===== src/rtl/gpio_port_pkg.sv =====
package gpio_port_pkg;
    typedef enum logic [2:0] {
        FLD_NONE,
        FLD_DIR,
        FLD_OUT,
        FLD_IDIS,
        FLD_PIN
    } field_e;
endpackage


===== src/rtl/gpio_addr_decode.sv =====
module gpio_addr_decode
    import gpio_port_pkg::*;
#(
    parameter int MOD_W      = 4,
    parameter int IDX_W      = 5,
    parameter int MOD_ID     = 0,
    parameter int IDX_PIN_A  = 'h00,
    parameter int IDX_PIN_B  = 'h01,
    parameter int IDX_OUT_A  = 'h08,
    parameter int IDX_OUT_B  = 'h09,
    parameter int IDX_IDIS_A = 'h0D,
    parameter int IDX_IDIS_B = 'h0E,
    parameter int IDX_DIR_A  = 'h10,
    parameter int IDX_DIR_B  = 'h11
) (
    input  logic [MOD_W-1:0] mod_sel,
    input  logic [IDX_W-1:0] idx_sel,
    output field_e           fld_a,
    output field_e           fld_b
);
    localparam logic [MOD_W-1:0] MOD_MATCH = MOD_W'(MOD_ID);

    always_comb begin
        fld_a = FLD_NONE;
        fld_b = FLD_NONE;
        if (mod_sel == MOD_MATCH) begin
            if      (idx_sel == IDX_W'(IDX_DIR_A))  fld_a = FLD_DIR;
            else if (idx_sel == IDX_W'(IDX_OUT_A))  fld_a = FLD_OUT;
            else if (idx_sel == IDX_W'(IDX_IDIS_A)) fld_a = FLD_IDIS;
            else if (idx_sel == IDX_W'(IDX_PIN_A))  fld_a = FLD_PIN;
            else if (idx_sel == IDX_W'(IDX_DIR_B))  fld_b = FLD_DIR;
            else if (idx_sel == IDX_W'(IDX_OUT_B))  fld_b = FLD_OUT;
            else if (idx_sel == IDX_W'(IDX_IDIS_B)) fld_b = FLD_IDIS;
            else if (idx_sel == IDX_W'(IDX_PIN_B))  fld_b = FLD_PIN;
        end
    end
endmodule


===== src/rtl/gpio_sync.sv =====
module gpio_sync #(
    parameter int STAGES = 2
) (
    input  logic clk,
    input  logic rst_n,
    input  logic d,
    output logic q
);
    logic [STAGES-1:0] chain_q;

    always_ff @(posedge clk or negedge rst_n) begin
        if (!rst_n) chain_q <= '0;
        else        chain_q <= {chain_q[STAGES-2:0], d};
    end

    assign q = chain_q[STAGES-1];

    generate
        if (STAGES == 2) begin : g_chk
            logic [1:0] warm_q;
            always_ff @(posedge clk or negedge rst_n) begin
                if (!rst_n)              warm_q <= '0;
                else if (warm_q != 2'd2) warm_q <= warm_q + 2'd1;
            end
            assert_sync_lag_R5: assert property (@(posedge clk) disable iff (!rst_n)
                (warm_q == 2'd2) |-> (q == $past(d, 2)));
        end
    endgenerate
endmodule


===== src/rtl/gpio_pin_bank.sv =====
module gpio_pin_bank
    import gpio_port_pkg::*;
#(
    parameter int PINS        = 8,
    parameter int SYNC_STAGES = 2
) (
    input  logic            clk,
    input  logic            rst_n,
    input  logic            wr_en,
    input  field_e          fld,
    input  logic [PINS-1:0] wr_bits,
    input  logic [PINS-1:0] pin_in,
    output logic [PINS-1:0] drv_en,
    output logic [PINS-1:0] drv_val,
    output logic [PINS-1:0] pull_en,
    output logic [PINS-1:0] ibuf_en,
    output logic [PINS-1:0] rd_bits
);
    logic [PINS-1:0] dir_q;
    logic [PINS-1:0] out_q;
    logic [PINS-1:0] idis_q;
    logic [PINS-1:0] pin_sync;

    always_ff @(posedge clk or negedge rst_n) begin
        if (!rst_n) begin
            dir_q  <= '0;
            out_q  <= '0;
            idis_q <= '0;
        end else if (wr_en) begin
            case (fld)
                FLD_DIR:  dir_q  <= wr_bits;
                FLD_OUT:  out_q  <= wr_bits;
                FLD_IDIS: idis_q <= wr_bits;
                default:  ;
            endcase
        end
    end

    generate
        for (genvar gi = 0; gi < PINS; gi++) begin : g_pin
            gpio_sync #(.STAGES(SYNC_STAGES)) u_sync (
                .clk  (clk),
                .rst_n(rst_n),
                .d    (pin_in[gi]),
                .q    (pin_sync[gi])
            );
        end
    endgenerate

    assign drv_en  = dir_q;
    assign drv_val = out_q;
    assign pull_en = ~dir_q & out_q;
    assign ibuf_en = ~idis_q;

    always_comb begin
        rd_bits = '0;
        case (fld)
            FLD_DIR:  rd_bits = dir_q;
            FLD_OUT:  rd_bits = out_q;
            FLD_IDIS: rd_bits = idis_q;
            FLD_PIN:  rd_bits = pin_sync & ibuf_en;
            default:  rd_bits = '0;
        endcase
    end

    assert_dir_write_R2: assert property (@(posedge clk) disable iff (!rst_n)
        (wr_en && fld == FLD_DIR) |=> (drv_en == $past(wr_bits)));

    assert_pull_excl_R3: assert property (@(posedge clk) disable iff (!rst_n)
        ((pull_en & drv_en) == '0));

    assert_idis_write_R4: assert property (@(posedge clk) disable iff (!rst_n)
        (wr_en && fld == FLD_IDIS) |=> (ibuf_en == ~$past(wr_bits)));
endmodule


===== src/rtl/gpio_port_ctrl.sv =====
module gpio_port_ctrl
    import gpio_port_pkg::*;
#(
    parameter int MOD_W       = 4,
    parameter int IDX_W       = 5,
    parameter int DATA_W      = 8,
    parameter int PINS_A      = 8,
    parameter int PINS_B      = 4,
    parameter int MOD_ID      = 0,
    parameter int SYNC_STAGES = 2
) (
    input  logic              clk,
    input  logic              rst_n,
    input  logic              wr_en,
    input  logic [MOD_W-1:0]  mod_sel,
    input  logic [IDX_W-1:0]  idx_sel,
    input  logic [DATA_W-1:0] wdata,
    output logic [DATA_W-1:0] rdata,
    input  logic [PINS_A-1:0] pin_in_a,
    input  logic [PINS_B-1:0] pin_in_b,
    output logic [PINS_A-1:0] drv_en_a,
    output logic [PINS_A-1:0] drv_val_a,
    output logic [PINS_A-1:0] pull_en_a,
    output logic [PINS_A-1:0] ibuf_en_a,
    output logic [PINS_B-1:0] drv_en_b,
    output logic [PINS_B-1:0] drv_val_b,
    output logic [PINS_B-1:0] pull_en_b,
    output logic [PINS_B-1:0] ibuf_en_b
);
    field_e            fld_a;
    field_e            fld_b;
    logic [PINS_A-1:0] rd_a;
    logic [PINS_B-1:0] rd_b;

    gpio_addr_decode #(
        .MOD_W (MOD_W),
        .IDX_W (IDX_W),
        .MOD_ID(MOD_ID)
    ) u_dec (
        .mod_sel(mod_sel),
        .idx_sel(idx_sel),
        .fld_a  (fld_a),
        .fld_b  (fld_b)
    );

    gpio_pin_bank #(.PINS(PINS_A), .SYNC_STAGES(SYNC_STAGES)) u_bank_a (
        .clk    (clk),
        .rst_n  (rst_n),
        .wr_en  (wr_en),
        .fld    (fld_a),
        .wr_bits(wdata[PINS_A-1:0]),
        .pin_in (pin_in_a),
        .drv_en (drv_en_a),
        .drv_val(drv_val_a),
        .pull_en(pull_en_a),
        .ibuf_en(ibuf_en_a),
        .rd_bits(rd_a)
    );

    gpio_pin_bank #(.PINS(PINS_B), .SYNC_STAGES(SYNC_STAGES)) u_bank_b (
        .clk    (clk),
        .rst_n  (rst_n),
        .wr_en  (wr_en),
        .fld    (fld_b),
        .wr_bits(wdata[PINS_B-1:0]),
        .pin_in (pin_in_b),
        .drv_en (drv_en_b),
        .drv_val(drv_val_b),
        .pull_en(pull_en_b),
        .ibuf_en(ibuf_en_b),
        .rd_bits(rd_b)
    );

    assign rdata = DATA_W'(rd_a) | DATA_W'(rd_b);

    assert_foreign_mod_R7: assert property (@(posedge clk) disable iff (!rst_n)
        (wr_en && mod_sel != MOD_W'(MOD_ID)) |=>
            ($stable(drv_en_a) && $stable(drv_val_a) && $stable(ibuf_en_a) &&
             $stable(drv_en_b) && $stable(drv_val_b) && $stable(ibuf_en_b)));

    assert_unmapped_zero_R8: assert property (@(posedge clk) disable iff (!rst_n)
        (fld_a == FLD_NONE && fld_b == FLD_NONE) |-> (rdata == '0));
endmodule


===== config.mk =====
export PLATFORM = sky130hd
export DESIGN_NAME = gpio_port_ctrl
export DESIGN_NICKNAME = d
export VERILOG_FILES = /design/src/rtl/gpio_port_pkg.sv /design/src/rtl/gpio_addr_decode.sv /design/src/rtl/gpio_sync.sv /design/src/rtl/gpio_pin_bank.sv /design/src/rtl/gpio_port_ctrl.sv
export SDC_FILE = /design/constraint.sdc
export NUM_CORES = 1
export LEC_CHECK = 0
export BUFFER_PORTS_ARGS = -buffer_cell sky130_fd_sc_hd__clkbuf_2
export CAP_MARGIN = 20
export CORE_UTILIZATION = 45
export CTS_CLUSTER_DIAMETER = 200
export DETAILED_ROUTE_END_ITERATION = 8
export GPL_ROUTABILITY_DRIVEN = 0
export HOLD_SLACK_MARGIN = 0.15
export PLACE_DENSITY_LB_ADDON = 0.2
export SLEW_MARGIN = 0
export SYNTH_ARGS = -nofsm -noshare
export SYNTH_HDL_FRONTEND = slang
export SYNTH_HIERARCHICAL = 1
export SYNTH_SLANG_ARGS = --single-unit

===== constraint.sdc =====
create_clock -name clk -period 2.64 [get_ports clk]
set_input_delay 0.264 -clock clk [delete_from_list [all_inputs] [get_ports clk]]
set_output_delay 0.264 -clock clk [all_outputs]
set_load 0.1 [all_outputs]

==> flow_summary.yaml, run 1 <==
run_status:
  outcome: "completed"
final_layout:
  area_growth_pct: 46.8
  final_common_cell: "clkbuf_2"
  diodes: 0
  fin_area_sq_um: 4000
  layout-drive-gt1-share_pct: 57.1
  fin_nets: 360
  mostFrequentLayoutCells: "79 x clkbuf_2, 60 x dfrtp_1, 32 x mux2_2"
logic_synthesis:
  synth_warnings: 6
  syn-cell-area_sq_um: 2730
  yosysSeqAreaShare_pct: 55.1
  synth_nets: 234
  syn_inst: 202
  ys_ff_latch: 60
  ys_types: 36
  synth.avg_cell_area_sq_um: 13.5
sta:
  period_minus_slack_ns: 2.63
  fin_skew_ns: 0.000277
  max_clock_freq_mhz: 380
  slew_violations: 0
  fin_tns_setup_ns: 0
  period_share_pct: 99.8
  max_slew_margin_pct: 50.3
  rsz0062_at_grt: "true"
  worst_pin_slew_ns: 0.745
  setup_viol: 0
  hold_viol: 0
grt:
  grt.total_usage_pct: 21.1
  overflow: 0
  grt_pass1_vias: 2042
  grt_max_degree: 61
  grt_pass1_wl_um: 9940
  antenna_found_initial: 0
clock_network:
  clk_latency_ns: 0.33
  clkSlewWorstSetupHoldPaths_ns: 0.07
  cts_made_buffers: 9
  htree_levels: 3
  cts.path.max_buffers: 2
  cts_sinks: 60
  cts_tree: "yes"
  clock-root-buffer: "clkbuf_8"
floorplan:
  std_cell_rows: 27
  dieArea_sq_um: 6370
  ios: 88
  initial_utilization_pct: 48.0
  core_area_sq_um: 5680
  die_h_um: 79.8
  dieWidth_um: 79.8
placed_design:
  numPortBuffers: 87
  hpwl_um: 4540
  dpl_cell_area_sq_um: 3580
worst_setup_path:
  end_kind: "output port"
  worstSetupPathType: "in2out"
  crit_path_top_delay_cell: "or4_4"
  cp.required_ns: 2.38
  cp_max_fo: 10
  crit_arrival_ns: 2.37
  rrSetupSlack_ns: 1.83
  crit_path_cell_trace: "clkbuf_2 > or4_4 > or2_4 > nor4_4 > buf_6 > nor2b_4 > a32oi_2 > o22ai_4 > buf_12"
  cp_top_family: "simple AND/OR/NAND/NOR gates"
  critPathLaunchType: "input port"
  slowest_delay_ns: 0.53
  worst-path-buf-inv: 3
job:
  max-cap-violations: 0
drt:
  wl_um: 6210
  vias_per_cell: 5.15
  drtPass1Iterations: 4
  vias: 2087
  postRouteAntennaNets: 0
  post-route-drc-count: 0
  drt-initial-drc-count: 111
  wl_per_cell_um: 15.3
power:
  power_density_nw_per_um2: 576
  power_w: 0.00230
  p_leak_nw: 1.91
  ir_drop_v: 0.000602
min_path:
  hold_class: "in2reg"
## report_power, final
part           switching (W)  total [W]  internal [W]  leakage, nW
clock               0.000341   0.000947      0.000605        0.122
sequential         0.0000270   0.000984      0.000957        0.778
combinational       0.000289   0.000372     0.0000825         1.01
total               0.000657    0.00230       0.00165         1.91
## cell usage after synthesis, drive strengths merged
cell type | n | share of area [%]
dfrtp | 60 | 55
mux2 | 36 | 15
nor2b | 19 | 4.4
inv | 12 | 1.7
mux2i | 12 | 4.4
a32oi | 11 | 3.5
buf | 7 | 2.0
o22ai | 7 | 1.6
or2 | 5 | 1.2
o21ai | 4 | 0.73
and4bb | 3 | 1.5
nand2b | 3 | 0.96
nand4b | 3 | 1.5
nor2 | 3 | 0.41
nor3b | 3 | 1.4
a31oi | 2 | 0.46
nand3 | 2 | 0.37
nand3b | 2 | 0.55
nor4b | 2 | 0.87
a21oi | 1 | 0.18
a41o | 1 | 0.37
and2 | 1 | 0.23
nor3 | 1 | 0.18
nor4 | 1 | 0.46
or4 | 1 | 0.41
## cell families after synthesis
kind of cell	count (synthesis)	share of synthesized area (%)
buffers and inverters	19	3.67
muxes	48	19.8
DFF	60	55.1
and+or+nand+nor	49	14.5
AOI/OAI and AO/OA	26	6.89
## routing by layer
layer | up-vias | wire [um] | track usage [%]
met5 | - | 0 | 0
met4 | 0 | 80 | 7.14
met3 | 9 | 294 | 6.29
met2 | 68 | 2830 | 31.6
met1 | 1018 | 3000 | 29.3
li1 | 992 | - | -
## through the flow
stage	hold WS, ns	worst slack [ns]	std cells	util [%]
after floorplan	-0.0316	-0.162	202	-
after global placement	0.332	-0.108	371	63.1
after detailed placement	0.335	-0.158	371	63.1
after CTS	0.177	0.00604	400	69.7
after global routing	0.175	-0.0791	405	70.5
final	0.197	0.00506	405	70.5
## timing repair
item / in CTS / in global routing
resized for setup: 7 / 1
hold buffers: 13 / 0
setup endpoints to repair: 8 / 8
pin swaps: 1 / 0
hold endpoints to repair: 72 / 0
setup buffers: 0 / 5
## state kept, by name (all words and copies together), names as in the netlist
register	flops
u_bank_a/drv_en	8
u_bank_a/drv_val	8
u_bank_a/g_pin.u_sync/chain_q	16
u_bank_b/drv_val	4
u_bank_b/g_pin.u_sync/chain_q	8
u_bank_b/idis_q	4
u_bank_a/idis_q	8
u_bank_b/drv_en	4
## area by class of cell
type | instances | area (sq um)
Tap cell | 72 | 90.1
Multi-Input combinational cell | 123 | 1260
Clock inverter | 4 | 70.1
Timing Repair Buffer | 122 | 867
Inverter | 12 | 45.0
Sequential cell | 60 | 1500
Fill cell | 402 | 1680
Clock buffer | 12 | 165
## final timing paths
check,start,endpoint,cells after the start
min reg2reg,u_bank_b/g_pin[2].u_sync/chain_q[0],u_bank_b/g_pin[2].u_sync/chain_q[1],0
min in group asynchronous,rst_n,u_bank_b/drv_en[0],3
max in group asynchronous,rst_n,u_bank_a/idis_q[4],3
max reg2reg,u_bank_b/drv_en[1],u_bank_b/drv_en[1],1
min,wdata[7],u_bank_a/idis_q[7],2
max,mod_sel[1],rdata[4],9
(Power assumes the default switching activity.)
==> run 2, diff against run 1 <==
ABC_AREA = 1   (was not set)
CORE_UTILIZATION = 47   (was 45)
SLEW_MARGIN = 20   (was 0)
==> run 2 against run 1 <==
Effect of this change:
- synthesized cell count increased by 87%
- sequential share of layout area increased by 0.27 points
- critical path type unchanged
- setup slack improved by 0.31 ns
- clock power decreased by 8.4%
- highest routed layer unchanged
==> flow_summary.yaml, run 2 <==
run_status:
  outcome: "completed"
logic_synthesis:
  syn-cell-area_sq_um: 2980
  ys_types: 24
  synth.avg_cell_area_sq_um: 7.89
  synth_top_area_cell: "dfrtp_1"
  ys.flop_type: "dfrtp_1"
  synth_top_area_share_pct: 50.3
  synth_warnings: 6
  post-synth-top-count-cell: "nand2_1"
  syn_inst: 378
  synth_commonest_cells: "122 x nand2_1, 60 x dfrtp_1, 55 x inv_1, 55 x nor2_1, 24 x nand3_1"
  yosysSeqAreaShare_pct: 50.3
  synth.area.top_cells: "dfrtp_1 50%, nand2_1 15%, inv_1 6.9%, nor2_1 6.9%, nand3_1 4.0%"
  synth_nets: 410
  synth_edf_count: 0
  ys_async_sr_fraction_pct: 100
  ys_ff_latch: 60
placed_design:
  numPortBuffers: 87
  dpl_cell_area_sq_um: 3630
  hpwl_um: 5170
final_layout:
  fin_area_sq_um: 3970
  area_growth_pct: 33.1
  layout-drive-gt1-share_pct: 27.0
  regMostFlops: "u_bank_a/g_pin.u_sync/chain_q"
  diodes: 0
  multiInputGateArea_sq_um: 1180
  final_common_cell: "nand2_1"
  mostFrequentLayoutCells: "122 x nand2_1, 79 x clkbuf_2, 60 x dfrtp_1"
  largest_reg_flops: 16
  fillers: 521
  fin_nets: 521
  regArea_sq_um: 1500
floorplan:
  dieWidth_um: 81.7
  core_area_sq_um: 6030
  ios: 88
  dieArea_sq_um: 6670
  die_h_um: 81.7
  std_cell_rows: 28
  initial_utilization_pct: 49.5
min_path:
  min_to: "u_bank_a/drv_val[4]"
  hp-start: "wdata[4]"
  min_path_cells: 3
  hold_class: "in2reg"
sta:
  slew_violations: 0
  fin_tns_setup_ns: 0
  rsz0062_at_grt: "false"
  setup_viol: 0
  hold_viol: 0
  fin_skew_ns: 0.00250
  worst_pin_slew_ns: 0.553
  period_share_pct: 88.1
  max_clock_freq_mhz: 430
  period_minus_slack_ns: 2.33
  max_slew_margin_pct: 63.3
worst_setup_path:
  reg2regPathDepth: 2
  crit_arrival_ns: 2.06
  worstSetupPathType: "in2out"
  rr_endpoint: "u_bank_a/idis_q[0]"
  cp.required_ns: 2.38
  end_kind: "output port"
  reg2reg_from: "u_bank_a/idis_q[0]"
  rrSetupSlack_ns: 1.92
  cp_max_fo: 7
  critPathLaunchType: "input port"
grt:
  antenna_found_initial: 0
  overflow: 0
  grt_pass1_vias: 2423
  grt_max_degree: 61
  grt_pass1_wl_um: 11200
  grt.total_usage_pct: 23.2
power:
  seqPwrFrac_pct: 44.6
  p_int_w: 0.00155
  switching_share_pct: 29.8
  ir_drop_v: 0.000503
  p_leak_nw: 2.18
  pwr-share-clk_pct: 39.2
  combPwrFrac_pct: 16.2
  switching_power_w: 0.000660
  power_density_nw_per_um2: 556
clock_network:
  cts_tree: "yes"
  ctsResizeCount: 0
  cts_sinks: 60
  clk_latency_ns: 0.33
  cts_setup_buffers: 0
  clkSlewWorstSetupHoldPaths_ns: 0.06
  clock-root-buffer: "clkbuf_8"
  cts_made_buffers: 9
  htree_levels: 3
  cts.path.max_buffers: 2
drt:
  vias_per_cell: 4.76
  wl_per_cell_um: 12.7
  post-route-drc-count: 0
  vias: 2699
  postRouteAntennaNets: 0
  drtPass1Iterations: 4
  wl_um: 7220
  drt-initial-drc-count: 246
job:
  max-cap-violations: 0
-- run 2: area by class of cell --
| cell class | count | share of cell area, % |
|---|---|---|
| clock buffers | 13 | 4.51 |
| clock inverters | 1 | 0.756 |
| inverters | 63 | 6.14 |
| multi-input cells | 249 | 29.7 |
| flip-flops and latches | 60 | 37.8 |
| well taps | 75 | 2.36 |
| repair buffers | 106 | 18.7 |
-- run 2: power groups by stage --
stage | Combinational, W | Sequential, W | Clock, W
finish | 0.000357 | 0.000986 | 0.000867
global route | 0.000376 | 0.000989 | 0.000923
CTS | 0.000358 | 0.000986 | 0.000880
detailed placement | 0.000343 | 0.00100 | 0
global placement | 0.000340 | 0.00100 | 0
floorplan | 0.000113 | 0.00113 | 0
-- run 2: cell families after synthesis --
logic type | after synthesis | share of synthesized area [%]
AO/OA/AOI/OAI | 15 | 2.77
buffers and inverters | 69 | 10.1
flip-flops | 60 | 50.3
AND/OR/NAND/NOR | 234 | 36.8
-- run 2: worst max-delay path, stage by stage --
cell and delay [ns]:
clkbuf_2 0.09, inv_1 0.08, nor2_1 0.16, nand3_1 0.12
a21oi_1 0.44, buf_4 0.26, buf_4 0.14, nand3_1 0.08
nand2_1 0.11, inv_1 0.05, nand2_1 0.10, buf_12 0.18
-- run 2: worst max path at each step --
stage / from / to / slack, ns / depth (start not counted)
after global placement: idx_sel[1] / rdata[3] / 0.34 / 12
final: idx_sel[3] / rdata[6] / 0.31 / 12
after detailed placement: mod_sel[1] / rdata[3] / 0.33 / 14
after floorplan: u_bank_a/drv_val[0] / pull_en_a[0] / 0.08 / 2
after CTS: idx_sel[3] / rdata[1] / 0.32 / 14
after global routing: mod_sel[2] / rdata[1] / 0.12 / 15
-- run 2: layer usage --
layer	GRT usage (%)	vias up	share of wire, %
met5	0	-	0
met4	7.37	0	0.96
met3	5.78	6	6.9
met2	35.7	93	47
met1	32.2	1217	45
li1	-	1383	-
-- run 2: through the flow --
step                      setup slack (ns)  hold slack [ns]  utilization (%)  total power [W]  std cells
after floorplan                     0.0778          -0.0316                -          0.00124        378
after global placement               0.343            0.298             60.3          0.00134        540
after detailed placement             0.334            0.299             60.3          0.00135        540
after CTS                            0.322            0.170             65.9          0.00222        567
after global routing                 0.120            0.177             65.9          0.00229        567
final                                0.313            0.176             65.9          0.00221        567
-- run 2: repair_timing --
item,in CTS,in global routing
hold buffers,13,0
hold endpoints to repair,72,0
endpoints found under the setup margin,0,0
==> run 3, diff against run 2 <==
CORE_UTILIZATION = 56   (was 47)
clock period = 3 ns   (was 2.64 ns; I/O delays follow)
==> run 3 against run 2 <==
Effect of this change:
- routed wire length fell by 2.6%
- via count increased by 3.1%
- largest power group unchanged
- critical path depth unchanged
- sequential power is 12% lower
- cell count decreased by 0.71%
- combinational power decreased by 12%
- setup slack improved by 0.25 ns
- count of clock-buffer cells in the layout decreased by 1
- global-route usage is 3.5 points higher
- critical path type unchanged
- non-clock buffer count shrank 1
- final area decreased by 0.44%
- power down 11%
==> flow_summary.yaml, run 3 (same netlist as run 2, synthesis figures left out) <==
run_status:
  outcome: "completed"
sta:
  fin_skew_ns: 0.00744
  worst_pin_slew_ns: 0.734
  max_slew_margin_pct: 51.0
  period_share_pct: 81.3
  fin_tns_setup_ns: 0
  setup_slack_ns: 0.562
  hold_viol: 0
  slew_violations: 0
  setup_viol: 0
  max_clock_freq_mhz: 410
  period_minus_slack_ns: 2.44
  rsz0062_at_grt: "false"
power:
  combPwrFrac_pct: 15.8
  ir_drop_v: 0.000394
  switching_power_w: 0.000586
  pwr-share-clk_pct: 40.3
  seqPwrFrac_pct: 43.9
  p_leak_nw: 2.17
  power_density_nw_per_um2: 499
  p_int_w: 0.00139
  switching_share_pct: 29.7
final_layout:
  diodes: 0
  area_growth_pct: 32.6
  largest_reg_flops: 16
  mostFrequentLayoutCells: "122 x nand2_1, 79 x clkbuf_2, 60 x dfrtp_1"
  final_common_cell: "nand2_1"
  fillers: 384
  layout-drive-gt1-share_pct: 26.8
  fin_nets: 520
  regMostFlops: "u_bank_a/g_pin.u_sync/chain_q"
grt:
  grt_pass1_wl_um: 10700
  grt_max_degree: 61
  grt.total_usage_pct: 26.7
  grt_pass1_vias: 2410
  overflow: 0
  antenna_found_initial: 0
worst_setup_path:
  cp_max_fo: 10
  rrSetupSlack_ns: 2.29
  critPathLaunchType: "input port"
  end_kind: "output port"
  worstSetupPathType: "in2out"
  cp.required_ns: 2.70
  crit_arrival_ns: 2.14
drt:
  drt-initial-drc-count: 265
  vias_per_cell: 4.94
  post-route-drc-count: 0
  postRouteAntennaNets: 0
  wl_per_cell_um: 12.5
  wl_um: 7030
  drtPass1Iterations: 7
  vias: 2783
min_path:
  hold_class: "in2reg"
clock_network:
  ctsResizeCount: 0
  cts_setup_buffers: 0
  htree_levels: 3
  postCtsHoldBufs: 13
  clock-root-buffer: "clkbuf_8"
  cts_made_buffers: 9
  cts_sinks: 60
  cts.path.max_buffers: 2
  clkSlewWorstSetupHoldPaths_ns: 0.07
  cts_tree: "yes"
  clk_latency_ns: 0.33
floorplan:
  core_area_sq_um: 5110
  std_cell_rows: 26
  dieWidth_um: 75.0
  die_h_um: 75.0
  dieArea_sq_um: 5620
  initial_utilization_pct: 58.4
  ios: 88
placed_design:
  preCtsSetupSlack_ns: 0.610
  numPortBuffers: 87
  hpwl_um: 4960
job:
  max-cap-violations: 0
-- run 3: changes by cell type in the layout (fill, tap and decap cells not counted), sizes merged --
cell / previous run / this run
buf: 14 / 13
bufinv: 1 / 2
clkbuf: 92 / 91
clkinv: 1 / 2
clkinvlp: 0 / 1
-- run 3: critical path, cell delays in order --
cell      delay, ns
clkbuf_2       0.12
nor2_2         0.16
nand3_1        0.12
nor3_1         0.47
inv_2          0.21
nand3_4        0.20
nor2_1         0.06
nor2_1         0.10
nand2_1        0.06
inv_1          0.05
nand2_1        0.10
buf_12         0.19
-- run 3: power by group through the flow --
stage / clock network [W] / registers [W] / logic (W)
global route: 0.000843 / 0.000869 / 0.000329
CTS: 0.000814 / 0.000865 / 0.000314
global placement: 0 / 0.000879 / 0.000296
floorplan: 0 / 0.000993 / 0.0000995
detailed placement: 0 / 0.000880 / 0.000300
finish: 0.000795 / 0.000865 / 0.000313
-- run 3: final cells by class --
class / instances / area, sq um / share of cell area (%)
tap: 70 / 87.6 / 2.22
sequential: 60 / 1500 / 38.0
clock buffer: 12 / 145 / 3.67
timing repair buffer: 105 / 723 / 18.3
inverter: 63 / 244 / 6.17
clock inverter: 4 / 72.6 / 1.84
multi-input combinational: 249 / 1180 / 29.8
-- run 3: path summary, 6_finish.rpt --
check,endpoint,depth (start not counted),startpoint
worst max register to register,u_bank_a/drv_val[7],2,u_bank_a/drv_val[7]
worst min-delay path,u_bank_a/idis_q[6],3,wdata[6]
max in group asynchronous,u_bank_b/idis_q[2],3,rst_n
worst max-delay path,rdata[1],12,idx_sel[1]
worst min register to register,u_bank_b/g_pin[2].u_sync/chain_q[1],0,u_bank_b/g_pin[2].u_sync/chain_q[0]
min in group asynchronous,u_bank_a/drv_en[6],3,rst_n
-- run 3: metal layers --
layer  track usage [%]  share of wire (%)  routed length (um)  vias up
met5                 0                  0                   0        -
met4              13.2               0.97                  68        0
met3              5.89                5.8                 411        9
met2              42.2                 49                3450       98
met1              34.9                 44                3110     1293
li1                  -                  -                   -     1383
-- run 3: metrics by stage --
step | hold WS [ns] | utilization (%) | power [W] | area (sq um) | std cells
floorplan | 0.00441 | - | 0.00109 | 2980 | 378
global placement | 0.332 | 70.6 | 0.00117 | 3610 | 534
detailed placement | 0.336 | 70.6 | 0.00118 | 3610 | 534
CTS | 0.208 | 77.4 | 0.00199 | 3950 | 563
global route | 0.219 | 77.4 | 0.00204 | 3950 | 563
finish | 0.226 | 77.4 | 0.00197 | 3950 | 563
